--- src/rtl/slot_src_pkg.sv ---
package slot_src_pkg;
  // effective per-slot control after global override
  typedef struct packed {
    logic msg;
    logic drv;
  } slot_ctl_t;
endpackage

--- src/rtl/slot_ctl_decode.sv ---
module slot_ctl_decode
  import slot_src_pkg::*;
#(
  parameter int CMH_W   = 8,
  parameter int MSG_BIT = 2,
  parameter int OE_BIT  = 0
) (
  input  logic [CMH_W-1:0] cmh,
  input  logic             msg_all,
  output slot_ctl_t        ctl
);
  always_comb begin
    ctl.msg = msg_all | cmh[MSG_BIT];
    ctl.drv = msg_all | cmh[OE_BIT];
  end
endmodule

--- src/rtl/slot_src_addr.sv ---
module slot_src_addr #(
  parameter int CMH_W    = 8,
  parameter int CML_W    = 8,
  parameter int STREAM_W = 3,
  parameter int CHAN_W   = 5,
  parameter int SAB_LSB  = 3,
  localparam int ADDR_W  = STREAM_W + CHAN_W
) (
  input  logic [CMH_W-1:0]  cmh,
  input  logic [CML_W-1:0]  cml,
  output logic [ADDR_W-1:0] addr
);
  always_comb addr = {cmh[SAB_LSB +: STREAM_W], cml[CHAN_W-1:0]};
endmodule

--- src/rtl/slot_out_stage.sv ---
module slot_out_stage
  import slot_src_pkg::*;
#(
  parameter int DATA_W   = 8,
  parameter int STREAM_W = 3,
  parameter int CHAN_W   = 5
) (
  input  logic                clk,
  input  logic                rst,
  input  logic                slot_vld,
  input  logic [STREAM_W-1:0] slot_stream,
  input  logic [CHAN_W-1:0]   slot_chan,
  input  slot_ctl_t           ctl,
  input  logic                ode_pin,
  input  logic [DATA_W-1:0]   msg_byte,
  input  logic [DATA_W-1:0]   sw_byte,
  output logic                out_vld,
  output logic [STREAM_W-1:0] out_stream,
  output logic [CHAN_W-1:0]   out_chan,
  output logic [DATA_W-1:0]   out_data,
  output logic                out_oe
);
  logic [DATA_W-1:0] pick;
  always_comb pick = ctl.msg ? msg_byte : sw_byte;

  always_ff @(posedge clk) begin
    if (rst) begin
      out_vld    <= 1'b0;
      out_oe     <= 1'b0;
      out_data   <= '0;
      out_stream <= '0;
      out_chan   <= '0;
    end else begin
      out_vld <= slot_vld;
      out_oe  <= slot_vld & ode_pin & ctl.drv;
      if (slot_vld) begin
        out_data   <= pick;
        out_stream <= slot_stream;
        out_chan   <= slot_chan;
      end
    end
  end


  msg_path_chk: assert property (@(posedge clk) disable iff (rst)
    (slot_vld && ctl.msg) |=> out_data == $past(msg_byte));

  switch_path_chk: assert property (@(posedge clk) disable iff (rst)
    (slot_vld && !ctl.msg) |=> out_data == $past(sw_byte));

  pin_gate_chk: assert property (@(posedge clk) disable iff (rst)
    !ode_pin |=> !out_oe);

  idle_hold_chk: assert property (@(posedge clk) disable iff (rst)
    !slot_vld |=> (!out_vld && !out_oe && $stable(out_data)));

  tag_chk: assert property (@(posedge clk) disable iff (rst)
    slot_vld |=> (out_vld && out_stream == $past(slot_stream)
                  && out_chan == $past(slot_chan)));
endmodule

--- src/rtl/slot_src_sel.sv ---
module slot_src_sel
  import slot_src_pkg::*;
#(
  parameter int DATA_W   = 8,
  parameter int STREAM_W = 3,
  parameter int CHAN_W   = 5,
  parameter int CMH_W    = 8,
  parameter int MSG_BIT  = 2,
  parameter int OE_BIT   = 0,
  parameter int SAB_LSB  = 3,
  localparam int ADDR_W  = STREAM_W + CHAN_W
) (
  input  logic                clk,
  input  logic                rst,
  input  logic                slot_vld,
  input  logic [STREAM_W-1:0] slot_stream,
  input  logic [CHAN_W-1:0]   slot_chan,
  input  logic [CMH_W-1:0]    cmh_word,
  input  logic [DATA_W-1:0]   cml_word,
  input  logic                msg_all,
  input  logic                ode_pin,
  output logic [ADDR_W-1:0]   dm_raddr,
  output logic                dm_rd_en,
  input  logic [DATA_W-1:0]   dm_rdata,
  output logic                out_vld,
  output logic [STREAM_W-1:0] out_stream,
  output logic [CHAN_W-1:0]   out_chan,
  output logic [DATA_W-1:0]   out_data,
  output logic                out_oe
);
  slot_ctl_t ctl;

  slot_ctl_decode #(.CMH_W(CMH_W), .MSG_BIT(MSG_BIT), .OE_BIT(OE_BIT)) u_dec (
    .cmh(cmh_word), .msg_all(msg_all), .ctl(ctl));

  slot_src_addr #(.CMH_W(CMH_W), .CML_W(DATA_W), .STREAM_W(STREAM_W),
                  .CHAN_W(CHAN_W), .SAB_LSB(SAB_LSB)) u_addr (
    .cmh(cmh_word), .cml(cml_word), .addr(dm_raddr));

  always_comb dm_rd_en = slot_vld & ~ctl.msg;

  slot_out_stage #(.DATA_W(DATA_W), .STREAM_W(STREAM_W), .CHAN_W(CHAN_W)) u_out (
    .clk(clk), .rst(rst), .slot_vld(slot_vld), .slot_stream(slot_stream),
    .slot_chan(slot_chan), .ctl(ctl), .ode_pin(ode_pin), .msg_byte(cml_word),
    .sw_byte(dm_rdata), .out_vld(out_vld), .out_stream(out_stream),
    .out_chan(out_chan), .out_data(out_data), .out_oe(out_oe));


  rd_gate_chk: assert property (@(posedge clk) disable iff (rst)
    dm_rd_en |-> (slot_vld && !msg_all && !cmh_word[MSG_BIT]));
endmodule

--- config.mk ---
export PLATFORM = sky130hd
export DESIGN_NAME = slot_src_sel
export DESIGN_NICKNAME = d
export VERILOG_FILES = /design/src/rtl/slot_src_pkg.sv /design/src/rtl/slot_ctl_decode.sv /design/src/rtl/slot_src_addr.sv /design/src/rtl/slot_out_stage.sv /design/src/rtl/slot_src_sel.sv
export SDC_FILE = /design/constraint.sdc
export NUM_CORES = 1
export LEC_CHECK = 0
export CAP_MARGIN = 20
export CORE_ASPECT_RATIO = 1.2
export CORE_UTILIZATION = 45
export DETAILED_ROUTE_END_ITERATION = 10
export DONT_BUFFER_PORTS = 1
export GPL_ROUTABILITY_DRIVEN = 0
export GPL_TIMING_DRIVEN = 0
export HOLD_SLACK_MARGIN = 0.12
export PLACE_DENSITY_LB_ADDON = 0.3
export SKIP_LAST_GASP = 1
export SLEW_MARGIN = 20
export SYNTH_ARGS = -nofsm -noshare
export SYNTH_HDL_FRONTEND = slang
export SYNTH_SLANG_ARGS = --single-unit
--- constraint.sdc ---
create_clock -name clk -period 1.4 [get_ports clk]
set_input_delay 0.21 -clock clk [delete_from_list [all_inputs] [get_ports clk]]
set_output_delay 0.21 -clock clk [all_outputs]
set_load 0.005 [all_outputs]
### Word level (Yosys, flattened, before mapping)

Index checks and enable logic that the tools add are counted.

* flip-flop bits (word level): 18
* input port bits: 37
* output and inout bits: 27
* logic and storage cells: 12

* multiplexer cells: 1
* bitwise operators: 6

Operator list (number)
* 2-to-1 mux 8 bit: 1
* bitwise AND 1 bit: 3
* bitwise OR 1 bit: 2
* inverter 1 bit: 1

### Longest topological paths before layout

* word-level depth: 3
* depth in mapped cells: 4
* gate-level depth less buffers: 2

### Hierarchy

Synthesis repeated with hierarchy kept, for this count alone.

* cells, all modules: 77
* area, all modules: 803.3 um2

By module, submodules not included
* slot_out_stage: instances 1, cells each 66, area each 716.9 um2, seq. area each 360.3 um2
* slot_src_addr: instances 1, cells each 8, area each 60.1 um2, seq. area each 0.0 um2
* slot_src_sel: instances 1, cells each 1, area each 13.8 um2, seq. area each 0.0 um2
* slot_ctl_decode: instances 1, cells each 2, area each 12.5 um2, seq. area each 0.0 um2

### Worst setup path before layout

Ideal clock, no wire load.

* path type: input -> register
* from: input port msg_all
* to: register u_out.out_data[0]
* library setup time: 91 ps
* arrival: 887 ps
* data required time: 1309 ps
* slack: 422 ps
* cell stages on the path: 2
* path through: or3b_2 -> a311oi_1

* word-level cells in the longest chain between the ends: 2

RTL lines
* start: declaration: RTL line slot_src_sel.sv:20 `input logic msg_all,`
* bitwise OR 1 bit: RTL line slot_ctl_decode.sv:13 `ctl.msg = msg_all | cmh[MSG_BIT];`
* 2-to-1 mux 8 bit: RTL line slot_out_stage.sv:24 `always_comb pick = ctl.msg ? msg_byte : sw_byte;`
* end signal: assignment: RTL line slot_out_stage.sv:37 `out_data <= pick;`
* end: declaration: RTL line slot_out_stage.sv:20 `output logic [DATA_W-1:0] out_data,`

Every way passes these cells.
A chain may end at the register's enable or synchronous reset.

### Final worst setup path

* from: input port cml_word[7]
* to: register u_out.out_data[7]

* word-level cells in the longest chain between the ends: 1

RTL lines
* start: declaration: RTL line slot_src_sel.sv:19 `input logic [DATA_W-1:0] cml_word,`
* 2-to-1 mux 8 bit: RTL line slot_out_stage.sv:24

Every way passes these cells.

==> impl_metrics.json <==
{
  "finalCritPeriodShare": 0.979,
  "dpl.hpwl_um": 1280,
  "seq_power_share": 0.524,
  "crit_fanout": 1,
  "n_fill_cell": 158,
  "core_area_sq_um": 1830,
  "maxCapViolCount": 0,
  "synth.avg_cell_area_sq_um": 10.4,
  "cp.required_ns": 1.65,
  "arrival_ns": 1.62,
  "track_usage": 0.194,
  "multi_input_area_sq_um": 344,
  "drc": 0,
  "regArea_sq_um": 360,
  "switching_share": 0.243,
  "clock_skew_ns": 0,
  "clockRootBuffer": "clkbuf_4",
  "wl_met3_um": 132,
  "clockPowerShare": 0.304,
  "grt_start_max_net_pins": 11,
  "cts-resized-gates": 0,
  "whs_endpoint": "u_out.out_data[3]",
  "synth_area_sq_um": 872,
  "io_buffers": 0,
  "max_freq_mhz": 729,
  "netlist_instances": 84,
  "grt_pass1_wl_um": 3140,
  "min_path_type": "input pin to flop",
  "fin_setup_tns_ns": 0,
  "hold_path.startpoint": "msg_all",
  "fin_crit_ns": 1.37,
  "internal-power_mw": 0.823,
  "whs_path_depth": 2,
  "dr_wl_met2_um": 1080,
  "r2r-end": "u_out.out_data[7]",
  "cts_sinks": 18,
  "ys_ff_latch": 18,
  "postRouteAntennaNets": 0,
  "critical_path_class": "input pin to flop",
  "comb_power_share": 0.171,
  "status": "finished, final reports clean",
  "slew_viol_final": 0,
  "slew_headroom": 0.828,
  "wire_per_inst_um": 15.9,
  "synth_cell_types": 14,
  "h-tree-depth": 1,
  "rsz0062_at_grt": "no",
  "yosysSeqAreaShare": 0.413,
  "powerDensity_nw_per_um2": 952,
  "die_x_um": 42.2,
  "first_pass_iters": 3,
  "cts_max_path_buffers": 2,
  "grt_remaining_overflow": 0,
  "drive_above_1_share": 0.202,
  "drt-initial-drc-count": 3,
  "finalSetupViolCount": 0,
  "routed_wirelength_um": 2040,
  "placementRows": 17,
  "antenna_found_initial": 0,
  "syn_to_final_growth_pct": 31.0,
  "synth_nets": 121,
  "tritoncts": "yes",
  "via_per_inst": 5.48,
  "utilization": 0.624,
  "startpoint_type": "input pin",
  "ys_warn_count": 0,
  "n_antenna_cell": 0,
  "cp-end-kind": "flop",
  "initial_utilization": 0.477,
  "clk_transition_reported_paths_ns": 0.11,
  "vdd_drop_max_mv": 0.476,
  "fin_nets": 147,
  "reg2reg_depth": 3,
  "p_sw_mw": 0.264,
  "r2r_setup_slack_ns": 0.15,
  "r2r_start": "u_out.out_data[7]",
  "io_pins": 64,
  "clock_latency_ns": 0.29,
  "route.layer.met1.wl_um": 807,
  "worst_slew_pin_slew_ns": 0.257,
  "grt_pass1_vias": 698,
  "p_leak_nw": 0.485,
  "numCtsBuffers": 3,
  "fp.dieH_um": 50.2,
  "vias": 701,
  "dieArea_sq_um": 2120,
  "final-hold-violation-count": 0,
  "dr.max_layer_used": "met4"
}
==> sequential cells by signal, indices dropped and copies added (netlist names) <==
register	flops
u_out.out_oe	1
u_out.out_chan	5
u_out.out_data	8
u_out.out_vld	1
u_out.out_stream	3
==> metrics by stage <==
stage	cell area, sq um	worst slack (ns)	power, mW	cells	hold WS (ns)
final	1140	0.0290	1.09	128	0.0962
after global routing	1140	0.00216	1.14	128	0.0884
after CTS	1180	0.0252	1.10	132	0.128
after detailed placement	896	0.389	0.720	103	0.351
after global placement	896	0.404	0.716	103	0.350
after floorplan	872	0.422	0.697	84	0.343
==> power by group through the flow <==
stage | combinational [mW] | clock, mW | sequential (mW)
final | 0.186 | 0.331 | 0.570
after CTS | 0.197 | 0.331 | 0.570
after detailed placement | 0.138 | 0 | 0.581
after floorplan | 0.121 | 0 | 0.575
after global routing | 0.206 | 0.361 | 0.574
after global placement | 0.136 | 0 | 0.580
==> worst max path at each step <==
stage | to | startpoint | cells past startpoint | slack [ns]
after global placement | u_out.out_data[6] | cmh_word[2] | 3 | 0.40
after detailed placement | u_out.out_data[2] | msg_all | 2 | 0.39
after floorplan | u_out.out_data[0] | msg_all | 2 | 0.42
final | u_out.out_data[7] | cml_word[7] | 4 | 0.03
after CTS | u_out.out_data[5] | cml_word[5] | 4 | 0.03
after global routing | u_out.out_data[2] | cmh_word[2] | 3 | 0.002
==> per-layer routing <==
metal,vias to the layer above,GRT usage
met1,317,0.216
met2,40,0.372
met4,0,0.0469
met3,2,0.0360
met5,-,0
li1,342,-
==> cells in the final DEF (no fill, tap or decap), types with 3 or more instances in the layout <==
cell           count
o21ai_0            8
clkbuf_8           4
buf_6              3
a311oi_1           8
or3b_1             5
dfxtp_1           18
dlygate4sd3_1     21
buf_4              8
nor2_1            16
clkbuf_4           3
or3b_2             3
mux2i_1            8
==> cells in the mapped netlist <==
| library cell | instances | share of area |
|---|---|---|
| nor3b_1 | 1 | 0.0086 |
| o211a_1 | 1 | 0.011 |
| a311oi_1 | 8 | 0.080 |
| o21ai_0 | 8 | 0.046 |
| nor2b_1 | 1 | 0.0072 |
| buf_4 | 8 | 0.069 |
| dfxtp_1 | 18 | 0.41 |
| clkbuf_8 | 3 | 0.047 |
| nor2_1 | 16 | 0.069 |
| buf_6 | 3 | 0.039 |
| or3b_2 | 3 | 0.030 |
| or3b_1 | 5 | 0.050 |
| mux2i_1 | 8 | 0.092 |
| bufbuf_16 | 1 | 0.037 |
==> cell families after synthesis <==
group / Yosys count / share of synthesized area
AND/OR/NAND/NOR: 26 / 0.165
flip-flops: 18 / 0.413
AO/OA/AOI/OAI: 17 / 0.138
buffers and inverters: 15 / 0.192
multiplexers: 8 / 0.0918
==> critical path, cell delays in order <==
cell and delay (ns):
dlygate4sd3_1 0.52, o21ai_0 0.09, a311oi_1 0.24, dlygate4sd3_1 0.57
==> layout make-up <==
type / instances / share of cell area
well taps: 19 / 0.0208
plain buffers: 15 / 0.147
flip-flops and latches: 18 / 0.315
multi-input cells: 51 / 0.301
repair buffers: 21 / 0.184
clock buffers: 4 / 0.0318
==> repair_timing <==
action	CTS	global route
hold endpoints to repair	17	6
hold buffers	25	2
endpoints found under the setup margin	0	6
setup buffers	0	0
Note: power is estimated with default switching activity, not from simulation.
